$ cat config.mk
export PLATFORM = sky130hd
export DESIGN_NAME = rx_byte_queue
export DESIGN_NICKNAME = d
export VERILOG_FILES = /design/src/rtl/rxq_pkg.sv /design/src/rtl/rxq_store.sv /design/src/rtl/rxq_ctrl.sv /design/src/rtl/rx_byte_queue.sv
export SDC_FILE = /design/constraint.sdc
export NUM_CORES = 1
export LEC_CHECK = 0
export CORE_ASPECT_RATIO = 0.5
export CORE_MARGIN = 1
export CORE_UTILIZATION = 52
export CTS_BUF_LIST = sky130_fd_sc_hd__clkbuf_4 sky130_fd_sc_hd__clkbuf_8 sky130_fd_sc_hd__clkbuf_16
export CTS_CLUSTER_DIAMETER = 150
export DETAILED_ROUTE_END_ITERATION = 12
export PLACE_DENSITY = 0.77
export SETUP_SLACK_MARGIN = 0.15
export SLEW_MARGIN = 20
export SYNTH_ARGS = -nofsm -noshare
export SYNTH_HDL_FRONTEND = slang
export SYNTH_SLANG_ARGS = --single-unit
$ cat constraint.sdc
create_clock -name clk -period 4.61 [get_ports clk]
set_clock_uncertainty 0.1 [all_clocks]
set_input_delay 0.922 -clock clk [delete_from_list [all_inputs] [get_ports clk]]
set_output_delay 0.922 -clock clk [all_outputs]
set_load 0.02 [all_outputs]
$ cat src/rtl/rxq_pkg.sv
package rxq_pkg;
  localparam int BYTE_W = 8;

  typedef struct packed {
    logic              pop;
    logic              push;
    logic              flush;
    logic [BYTE_W-1:0] data;
  } rxq_strobe_t;
endpackage

$ cat src/rtl/rxq_store.sv
module rxq_store
  import rxq_pkg::*;
#(
  parameter int DEPTH = 4
) (
  input  logic                          clk,
  input  logic                          rstN,
  input  rxq_strobe_t                   stb,
  output logic [$clog2(DEPTH+1)-1:0]    count,
  output logic [BYTE_W-1:0]             headData
);
  localparam int PTR_W = $clog2(DEPTH);
  localparam int CNT_W = $clog2(DEPTH + 1);

  logic [BYTE_W-1:0] mem [DEPTH];
  logic [PTR_W-1:0]  rdPtr, newPtr, wrIdx;
  logic [CNT_W-1:0]  cntMid, cntNext;

  // Removal is applied first, then the arrival lands behind it.
  always_comb begin
    newPtr = rdPtr + PTR_W'(stb.pop);
    cntMid = count - CNT_W'(stb.pop);
    if (cntMid == CNT_W'(DEPTH)) begin
      wrIdx   = newPtr + PTR_W'(DEPTH - 1);   // newest slot is overwritten
      cntNext = cntMid;
    end else begin
      wrIdx   = newPtr + cntMid[PTR_W-1:0];
      cntNext = cntMid + CNT_W'(1);
    end
  end

  always_ff @(posedge clk or negedge rstN) begin
    if (!rstN) begin
      rdPtr <= '0;
      count <= '0;
    end else if (stb.flush) begin
      rdPtr <= '0;
      count <= '0;
    end else begin
      rdPtr <= newPtr;
      count <= stb.push ? cntNext : cntMid;
    end
  end

  always_ff @(posedge clk) begin
    if (stb.push && !stb.flush) mem[wrIdx] <= stb.data;
  end

  assign headData = (count == '0) ? '0 : mem[rdPtr];
endmodule

$ cat src/rtl/rxq_ctrl.sv
module rxq_ctrl
  import rxq_pkg::*;
#(
  parameter int DEPTH = 4
) (
  input  logic                       clk,
  input  logic                       rstN,
  input  logic [$clog2(DEPTH+1)-1:0] count,
  input  logic                       pushValid,
  input  logic [BYTE_W-1:0]          pushData,
  input  logic                       breakPulse,
  input  logic                       popReq,
  input  logic                       flush,
  input  logic                       breakClr,
  output rxq_strobe_t                stb,
  output logic                       rxReady,
  output logic                       fifoFull,
  output logic                       breakFlag
);
  localparam int CNT_W = $clog2(DEPTH + 1);

  logic [CNT_W-1:0] cntMid;

  always_comb begin
    stb.flush = flush;
    stb.pop   = popReq && (count != '0) && !flush;
    stb.push  = (pushValid || breakPulse) && !flush;
    stb.data  = breakPulse ? '0 : pushData;
    cntMid    = count - CNT_W'(stb.pop);
  end

  always_ff @(posedge clk or negedge rstN) begin
    if (!rstN) begin
      rxReady   <= 1'b0;
      fifoFull  <= 1'b0;
      breakFlag <= 1'b0;
    end else begin
      if (breakPulse)     breakFlag <= 1'b1;
      else if (breakClr)  breakFlag <= 1'b0;

      if (flush) begin
        rxReady  <= 1'b0;
        fifoFull <= 1'b0;
      end else begin
        if (stb.push)                               rxReady <= 1'b1;
        else if (stb.pop && count == CNT_W'(1))     rxReady <= 1'b0;

        if (stb.push && cntMid >= CNT_W'(DEPTH - 1)) fifoFull <= 1'b1;
        else if (stb.pop)                            fifoFull <= 1'b0;
      end
    end
  end
endmodule

$ cat src/rtl/rx_byte_queue.sv
module rx_byte_queue
  import rxq_pkg::*;
#(
  parameter int DEPTH = 4
) (
  input  logic                       clk,
  input  logic                       rstN,
  input  logic                       pushValid,
  input  logic [7:0]                 pushData,
  input  logic                       breakPulse,
  input  logic                       popReq,
  output logic [7:0]                 popData,
  input  logic                       flush,
  input  logic                       breakClr,
  input  logic                       rxEnable,
  output logic                       rxReady,
  output logic                       fifoFull,
  output logic                       breakFlag,
  output logic [$clog2(DEPTH+1)-1:0] freeSpace,
  output logic [$clog2(DEPTH+1)-1:0] count
);
  localparam int CNT_W = $clog2(DEPTH + 1);

  rxq_strobe_t stb;

  rxq_ctrl #(.DEPTH(DEPTH)) ctrl_i (
    .clk(clk), .rstN(rstN), .count(count),
    .pushValid(pushValid), .pushData(pushData), .breakPulse(breakPulse),
    .popReq(popReq), .flush(flush), .breakClr(breakClr),
    .stb(stb), .rxReady(rxReady), .fifoFull(fifoFull), .breakFlag(breakFlag)
  );

  rxq_store #(.DEPTH(DEPTH)) store_i (
    .clk(clk), .rstN(rstN), .stb(stb), .count(count), .headData(popData)
  );

  assign freeSpace = rxEnable ? (CNT_W'(DEPTH) - count) : '0;
endmodule

; ---- Word level (Yosys, flattened, before mapping)
; Memories as Yosys holds them, arrays and structs flattened.
; Cells that the tools add are included.
[word_totals]
reg_bits = 8
mem_bits_rw = 32
input_bits = 16
out_inout_bits = 17
memories = 1
[classes]
addsub = 6
order_cmp = 1
eq_ne = 2
mux = 18
n_reduce_logical = 13
[memory_table]
columns = memory, words, word_bits, rd, rd_ports_with_merged_regs, wr, line_no
row1 = store_i.mem, 4, 8, 1, 0, 1, rxq_store.sv:15  ; logic [BYTE_W-1:0] mem [DEPTH];
[ops]
columns = cell, count
row1 = $mux W8, 2
row2 = $mux W3, 4
row3 = $mux W1, 10
row4 = $reduce_bool A3 Y1, 3
row5 = $logic_and A1 B1 Y1, 6
row6 = $mux W2, 2
row7 = $add A3 B1 Y3 const B, 1
row8 = $eq A3 B1 Y1 const B, 1
row9 = $eq A3 B3 Y1 const B, 1
row10 = $ge A3 B2 Y1 const B, 1
row11 = $logic_not A3 Y1, 1
row12 = $sub A3 B1 Y3, 1
row13 = $sub A3 B3 Y3 const A, 1
row14 = $add A2 B1 Y2, 1
row15 = $add A2 B2 Y2, 1
row16 = $add A2 B2 Y2 const B, 1
row17 = $reduce_bool A2 Y1, 1
row18 = $logic_not A1 Y1, 1
row19 = $logic_or A1 B1 Y1, 1

; ---- Depth between registers and ports, before layout
; Gate-level depths: netlist of the first run.
[logic_depth]
ltp_word = 8
mapped_depth = 16
mapped_depth_nobuf = 16

; ---- By module
; From an unflattened synthesis of the first run, not the netlist that was laid out.
[hier_totals]
hier_cells = 129
hier_area_um2 = 1946.9
[by_module_without_submodules]
columns = mod, n_inst, cells_per_inst, area_each_um2, seq_area_each_um2
row1 = rxq_store, 1, 93, 1635.3, 1086.0
row2 = rxq_ctrl, 1, 29, 264.0, 75.1
row3 = rx_byte_queue, 1, 7, 47.5, 0.0

; ---- Least setup slack after synthesis of the first run
; No wires, ideal clock.
[synth_timing]
path_type = register to register
from = register store_i.count[0]
to = memory store_i.mem[0][0] (enable)
setup_time_ns = 0.380
arrival_time_ns = 3.004
required_ns = 4.130
path_slack_ns = 1.127
stages_incl_launch_ff = 17
path_buffers = 0
period_less_slack_ns = 3.483
path_cell_list = dfrtp_1 -> inv_1 -> ha_1 -> ha_1 -> nor2_1 -> nand2_1 -> inv_1 -> ha_1 -> ha_1 -> xor2_1 -> nand3_1 -> ha_1 -> inv_1 -> ha_1 -> xnor2_2 -> xor2_1 -> nor4_2
[synth_via]
elab_chain_cells = 6
elab_cells_between_ends = 9
cone_classes = add/sub (4) / eq/ne (1) / mux (1) / reduce/logical (3)
[synth_lines]
columns = element, line_no
row1 = from (decl), rxq_store.sv:9  ; output logic [$clog2(DEPTH+1)-1:0] count,
row2 = from (signal assigned), rxq_store.sv:41  ; count <= stb.push ? cntNext : cntMid;
row3 = $reduce_bool A3 Y1, rxq_ctrl.sv:26  ; stb.pop = popReq && (count != '0) && !flush;
row4 = $logic_and A1 B1 Y1 (2 in a row), rxq_ctrl.sv:26
row5 = $sub A3 B1 Y3 / $add A2 B1 Y2 (equally long branches), "rxq_store.sv:22, rxq_store.sv:21"
row6 = "$add A2 B2 Y2, or another cell as far along", rxq_store.sv:27  ; wrIdx = newPtr + cntMid[PTR_W-1:0];
row7 = $mux W2 *, rxq_store.sv:23  ; if (cntMid == CNT_W'(DEPTH)) begin
row8 = to (decl), rxq_store.sv:15
; Every way passes the cells marked *; elsewhere a longest branch is shown, timed or not.

; ---- Worst setup path after layout of the first run
[layout_timing]
from = input flush
to = memory store_i.mem[2][5] (enable)
[layout_via]
elab_chain_cells = 5
elab_cells_between_ends = 12
cone_classes = add/sub (4) / eq/ne (1) / mux (3) / reduce/logical (4)
[layout_lines]
columns = element, line_no
row1 = from (decl), rx_byte_queue.sv:13  ; input logic flush,
row2 = $logic_not A1 Y1 *, "rxq_store.sv:46, rxq_ctrl.sv:26, rxq_ctrl.sv:27"
row3 = $logic_and A1 B1 Y1 (on tied branches), "rxq_ctrl.sv:26, rxq_ctrl.sv:27"
row4 = "$sub A3 B1 Y3, or another cell as far along", rxq_store.sv:22  ; cntMid = count - CNT_W'(stb.pop);
row5 = "$add A2 B2 Y2, or another cell as far along", rxq_store.sv:27
row6 = $mux W2 / $mux W1 (equally long branches), "rxq_store.sv:23, rxq_store.sv:46"
; Marked as above.

==> results of run 1 <==
## report_power, final
group / internal [W] / switching, W / total, W
Combinational: 0.000295 / 0.000325 / 0.000620
Clock: 0.000163 / 0.000127 / 0.000290
Sequential: 0.000515 / 0.0000376 / 0.000553
## kinds of logic after synthesis
logic type | count (synthesis) | share of synthesized area [%]
muxes | 9 | 11.56
and+or+nand+nor | 36 | 11.10
DFF | 40 | 60.93
buffers and inverters | 13 | 3.020
AOI/OAI and AO/OA | 10 | 3.152
adders and majority gates | 10 | 6.566
xor gates and xnor gates | 5 | 3.678
## metrics by stage
step / util [%] / hold slack [ns] / std cells / setup slack [ns]
final: 69.48 / 0.3917 / 214 / 0.7836
after global routing: 69.48 / 0.4204 / 214 / 0.4668
after CTS: 69.48 / 0.3987 / 214 / 0.8006
after detailed placement: 66.13 / 0.3792 / 206 / 0.4860
after global placement: 66.13 / 0.3612 / 206 / 0.6394
after floorplan: - / 0.4990 / 123 / 1.127
## path summary, 6_finish.rpt
check | slack [ns] | endpoint | from
max | 0.78 | store_i.mem[2][5]$_DFFE_PP_ | flush
min in group asynchronous | 0.80 | store_i.rdPtr[0]$_DFF_PN0_ | rstN
max reg2reg | 1.07 | store_i.mem[2][5]$_DFFE_PP_ | store_i.count[0]$_DFF_PN0_
min reg2reg | 0.39 | ctrl_i.breakFlag$_DFFE_PN0P_ | ctrl_i.breakFlag$_DFFE_PN0P_
max in group asynchronous | 3.34 | store_i.rdPtr[1]$_DFF_PN0_ | rstN
min | 0.39 | ctrl_i.breakFlag$_DFFE_PN0P_ | ctrl_i.breakFlag$_DFFE_PN0P_
## routing by layer
metal / up-vias / routed length [um] / track usage, %
met5: - / 0 / 0
met4: 0 / 58 / 8.852
met3: 9 / 107 / 5.484
met2: 24 / 1669 / 33.28
met1: 543 / 1491 / 24.78
li1: 527 / - / -
## critical path, delay by kind of cell
family	cells	cell delay, ns
XOR/XNOR	3	0.52
adder cells (fa/ha/maj)	4	0.71
AND/OR/NAND/NOR	4	0.48
buffers and inverters	4	1.09
## cell usage after synthesis, drive strengths merged
cell type	count	area [sq um]
edfxtp	32	960.9
nor2b	20	125.1
ha	10	125.1
inv	9	33.78
dfrtp	8	200.2
mux4	8	210.2
nor2	7	28.78
a21oi	4	20.02
nand2	4	15.01
xor2	3	45.05
and2	2	12.51
buf	2	16.26
clkbuf	2	7.510
nor4	2	25.02
o21ai	2	10.01
xnor2	2	25.03
a211oi	1	7.510
a21o	1	7.510
mux2i	1	10.01
nand3	1	5.000
o22a	1	8.760
o22ai	1	6.260
## cell type report
cell class	instances	area, sq um	area share (%)
clock buffer	5	68.82	2.853
clock inverter	3	47.55	1.971
inverter	9	33.78	1.400
multi-input combinational	70	686.9	28.48
sequential	40	1161	48.13
tap	51	63.81	2.645
timing repair buffer	36	350.3	14.52
## sequential cells by signal, summed over array words and instances, names as in the netlist
signal and flops:
ctrl_i.breakFlag 1, ctrl_i.fifoFull 1, ctrl_i.rxReady 1, store_i.mem 32, store_i.count 3, store_i.rdPtr 2
==> summary.md, run 1 <==
| Metric | Value |
|---|---|
| Status | finished, final reports clean |
| CP peak stage delay | 0.74 ns |
| DRC violations left | 0 |
| Synth warn | 0 |
| CP Class | input pin to flop |
| Die Area | 0.003925 sq mm |
| Worst path arrival time | approximately 3.7 ns |
| Minimum clock period | between 3 and 4 ns |
| Clk sinks | 40 |
| All-layer global routing usage | between 10% and 20% |
| Post-DP HPWL | about 2.3 mm |
| Final TNS setup | 0 ns |
| Row count | 15 |
| Maximum vdd drop | slightly below 0.0003 V |
| Fin. Hold Viols | 0 |
| Fin area | 0.002412 sq mm |
| Sequential area share after synthesis | 60.93% |
| CP Capture Type | flop |
| # H-tree levels | 2 |
| Initial antenna violation count | 0 |
| Post-DP Area | about 0.0023 sq mm |
| FILL cells | between 200 and 250 |
| Largest net degree at the start of global routing | 15 |
| Antenna cells | 0 |
| RSZ-0062 raised after global routing | no |
| Port buffer count | 32 |
| Slew of the pin with the lowest slew margin | between 0.5 and 0.6 ns |
| Syn avg cell area | about 15 sq um |
| Remaining antenna violation count | 0 |
| Commonest cells after routing, fill and taps aside | clkdlybuf4s50_1, edfxtp_1, nor2b_1 |
| Post-cts gate resize count | 0 |
| F_max | 261.3 MHz |
| GRT overflow | 0 |
| LEAKAGE | around 0.92 nW |
| Seq cells post-synth | 40 |
| Detailed Route WL | about 3.3 mm |
| Critical Path RT | 4.51 ns |
| CTS max path bufs | 2 |
| Max-slew headroom | between 60% and 70% |
| Final period util | between 80 and 90% |
| Endpoints failing setup | 0 |
| Hold WC Path Type | flop to flop |
| Synth Instances | 123 |
| IO Pins | 33 |
| Slowest CP cell | clkdlybuf4s50_1 |
| Die Span X | between 80 and 90 um |
| CTS Buf Count | 5 |
| Share of layout cells above drive strength 1 | between 10% and 20% |
| Chip height | between 40 and 50 um |
| Worst-path fanout max | 11 |
| Worst path cell trace | clkdlybuf4s50_1 -> nor2_1 -> nand2_1 -> inv_1 -> ha_1 -> ha_1 -> xor2_1 -> nand3_1 -> ha_1 -> inv_1 -> ha_1 -> xnor2_2 -> xnor2_1 -> nor4_2 -> buf_4 |
| Area Growth Syn to Fin | 26.59% |
| Max-Cap Viols | 0 |
| Cell variety after synth | 26 |
| Via density | 5.154 |
| Clk_lat worst skew | roughly 0.29 ns |
| Routed vias | approximately 1100 |
| Cell Area, Synth | 0.001906 sq mm |
| Cells on Worst Hold Path | 1 |
| Reg2reg path depth | 17 |
| Slew Limit Fails | 0 |
| First-pass GRT wire length | ~5.4 mm |
| TritonCTS clock tree | yes |
| First-pass DRT Iterations | 4 |
| Power Total | ~0.0015 W |
| Routed len/inst | 15.55 um |
| Mapped Nets | 149 |
| Root buf cell | clkbuf_8 |
| Clock Pin Slew Worst Setup and Hold Paths | about 0.080 ns |
| Vias in the first global route | about 1100 |
| CP Launch Type | input pin |
| Crit path top cell by count | ha_1 |
| First DRT Iteration DRCs | 54 |
| GPL Wtd Cong | 0.8505 |
| Post-CTS setup buffers | 0 |
| PwrDens | between 600 and 700 mW/mm^2 |
| Core Area | 0.003472 sq mm |
| Hold-fix buffers, CTS | 0 |
| Final nets | between 150 and 200 |
| Initial Utilization | about 55% |
Power figures use the tool's default switching activity.
==> run 2, diff against run 1 <==
--- a/config.mk
+++ b/config.mk
@@ -7,11 +7,11 @@
 export LEC_CHECK = 0
 export CORE_ASPECT_RATIO = 0.5
 export CORE_MARGIN = 1
-export CORE_UTILIZATION = 52
+export CORE_UTILIZATION = 47
 export CTS_BUF_LIST = sky130_fd_sc_hd__clkbuf_4 sky130_fd_sc_hd__clkbuf_8 sky130_fd_sc_hd__clkbuf_16
 export CTS_CLUSTER_DIAMETER = 150
 export DETAILED_ROUTE_END_ITERATION = 12
-export PLACE_DENSITY = 0.77
+export PLACE_DENSITY = 0.73
 export SETUP_SLACK_MARGIN = 0.15
 export SLEW_MARGIN = 20
 export SYNTH_ARGS = -nofsm -noshare
==> constraint.sdc (replaced) <==
create_clock -name clk -period 3.36 [get_ports clk]
set_clock_uncertainty 0.1 [all_clocks]
set_input_delay 0.672 -clock clk [delete_from_list [all_inputs] [get_ports clk]]
set_output_delay 0.672 -clock clk [all_outputs]
set_load 0.02 [all_outputs]
==> summary.md, run 2 (synthesis gave the netlist of run 1 again) <==
| Metric | Value |
|---|---|
| Detailed Route WL | 3.411 mm (+2.5%) |
| Antenna cells | 0 (unchanged) |
| Slew of the pin with the lowest slew margin | 0.5321 ns (-0.001304 ns) |
| Largest net degree at the start of global routing | 14 (-1) |
| Die Area | 0.004329 sq mm (+10%) |
| Slew Limit Fails | 0 (unchanged) |
| Share of layout cells above drive strength 1 | 24.14% (+14 points) |
| Top reg by flops | store_i.mem |
| Row count | 15 (unchanged) |
| Critical Path RT | 2.59 ns (-1.92 ns) |
| Leading registers by flop count | store_i.mem x32, store_i.count x3, store_i.rdPtr x2 |
| Largest register FFs | 32 (unchanged) |
| CTS max path bufs | 2 (unchanged) |
| Final nets | 199 (+5.9%) |
| Die Span X | 92.05 um (+5.1%) |
| Max-slew headroom | 64.49% (about the same) |
| Clock share of power | 14.2% (-5.6 points) |
| Clk sinks | 40 (unchanged) |
| Final period util | about nine tenths |
| RSZ-0062 raised after global routing | no |
| Status | finished, final reports clean |
| Routed vias | 1111 (+0.73%) |
| F_max | roughly 330 MHz |
| Area Growth Syn to Fin | 36.84% |
| Post-place setup slack | -0.1549 ns (-0.6409 ns) |
| Initial Utilization | 52.34% (-2.5 points) |
| P_sw | 0.0007594 W (+55%) |
| FILL cells | 247 (+5.6%) |
| Via density | 4.938 (-4.2%) |
| Fin area | 0.002608 sq mm (+8.1%) |
| First DRT Iteration DRCs | 44 (-19%) |
| First-pass GRT wire length | 5.382 mm (-1.0%) |
| Flop-to-flop setup slack | 0.34 ns (-0.73 ns) |
| Critical R2R Launch | store_i.count[1]$_DFF_PN0_ |
| Fin. Hold Viols | 0 (unchanged) |
| First-pass DRT Iterations | 3 (-1) |
| GPL Wtd Cong | 0.7479 (-12%) |
| Endpoints failing setup | 0 (unchanged) |
| Initial antenna violation count | 0 (unchanged) |
| Max-Cap Viols | 0 (unchanged) |
| Sw Share | 34.67% (+1.2 points) |
| Maximum vdd drop | 0.0004365 V (+50%) |
| Power Total | 0.002190 W (+50%) |
| Commonest cells after routing, fill and taps aside | edfxtp_1, clkdlybuf4s50_1, nor2b_1 |
| Final TNS setup | 0 ns (unchanged) |
| Internal Power | 0.001431 W (+47%) |
| Hold WC Path Type | flop to flop |
| TritonCTS clock tree | yes |
| LEAKAGE | 0.9697 nW (+5.9%) |
| DRC violations left | 0 (unchanged) |
| Post-DP Area | 0.002446 sq mm (+6.5%) |
| GRT overflow | 0 (unchanged) |
| Port buffer count | 32 (unchanged) |
| Vias in the first global route | 1135 (+2.8%) |
| Sequential fraction of design power | 34.6% (-3.2 points) |
| Root buf cell | clkbuf_8 |
| CTS Buf Count | 5 (unchanged) |
| All-layer global routing usage | 17.84% (-1.9 points) |
| Reg2reg path depth | 18 (+1) |
| Core Area | 0.003641 sq mm (+4.9%) |
| CP Capture Type | output pin |
| Chip height | 47.03 um (+5.0%) |
| IO Pins | 33 (unchanged) |
| Worst-path fanout max | 9 (-2) |
| Minimum clock period | 3.029 ns |
| Remaining antenna violation count | 0 (unchanged) |
| Clock Pin Slew Worst Setup and Hold Paths | 0.08 ns (about the same) |
| # H-tree levels | 2 (unchanged) |
| Commonest non-fill, non-tap cell in the layout | edfxtp_1 |
| PwrDens | 840.0 mW/mm^2 (+39%) |
| CP Launch Point | store_i.rdPtr[0]$_DFF_PN0_ |
| Post-DP HPWL | 2.385 mm (+3.9%) |
| Gate power share | 51.1% (+8.7 points) |
| FF-to-FF End | store_i.mem[3][5]$_DFFE_PP_ |
| CP Launch Type | flop |
| Clk_lat worst skew | 0.29 ns (about the same) |
| CP Class | flop to output pin |
| Routed len/inst | 15.16 um (-2.5%) |
| Worst path arrival time | 2.26 ns (-1.47 ns) |
| Final setup margin | 0.3310 ns (-0.4526 ns) |
| Crit path to | popData[3] |
==> run 2: critical path, cell delays in order, from the launching register on <==
cell,delay [ns]
dfrtp_1,0.66
mux4_1,0.63
nor2b_1,0.14
clkdlybuf4s50_1,0.52
==> run 2: worst min path at each step <==
stage | start | end | cells after the start
2_1_floorplan | rstN | ctrl_i.breakFlag$_DFFE_PN0P_ | 0
3_3_place_gp | ctrl_i.breakFlag$_DFFE_PN0P_ | ctrl_i.breakFlag$_DFFE_PN0P_ | 1
3_5_place_dp | ctrl_i.breakFlag$_DFFE_PN0P_ | ctrl_i.breakFlag$_DFFE_PN0P_ | 1
4_1_cts | ctrl_i.breakFlag$_DFFE_PN0P_ | ctrl_i.breakFlag$_DFFE_PN0P_ | 1
5_1_grt | ctrl_i.breakFlag$_DFFE_PN0P_ | ctrl_i.breakFlag$_DFFE_PN0P_ | 1
6_report | ctrl_i.breakFlag$_DFFE_PN0P_ | ctrl_i.breakFlag$_DFFE_PN0P_ | 1
==> run 2: per-layer routing <==
metal / GRT usage [%] / part of all wire, % / up-vias
met1: 21.13 / 44 / 538
met5: 0 / 0 / -
met2: 32.09 / 51 / 16
li1: - / - / 551
met3: 5.502 / 3.3 / 6
met4: 7.500 / 2.1 / 0
==> run 2: timing repair <==
item / CTS / global route
endpoints found under the setup margin: 8 / 32
pin swaps: 0 / 6
gates cloned: 0 / 0
buffers inserted: 0 / 4
hold buffers: 0 / 0
resized for setup: 1 / 7
==> run 2: final cells by class <==
type,instances,area [sq um],area share (%)
Tap cell,51,63.81,2.447
Multi-Input combinational cell,70,790.8,30.33
Clock inverter,3,18.77,0.7198
Clock buffer,5,68.82,2.639
Timing Repair Buffer,47,467.9,17.95
Inverter,9,33.78,1.296
Sequential cell,40,1164,44.63
==> run 2: stage by stage <==
step,hold WS (ns),cells,util [%]
after detailed placement,0.3924,213,67.18
after CTS,0.4093,221,69.90
after floorplan,0.2764,123,-
after global placement,0.3612,213,67.18
final,0.4021,225,71.62
after global routing,0.4436,225,71.62
==> run 2: power by group through the flow <==
stage / logic (W) / clock network, W / registers, W
global route: 0.00121 / 0.000341 / 0.000772
global placement: 0.00102 / 0 / 0.000768
finish: 0.00112 / 0.000312 / 0.000759
floorplan: 0.000613 / 0 / 0.000774
detailed placement: 0.00104 / 0 / 0.000775
CTS: 0.00106 / 0.000320 / 0.000764
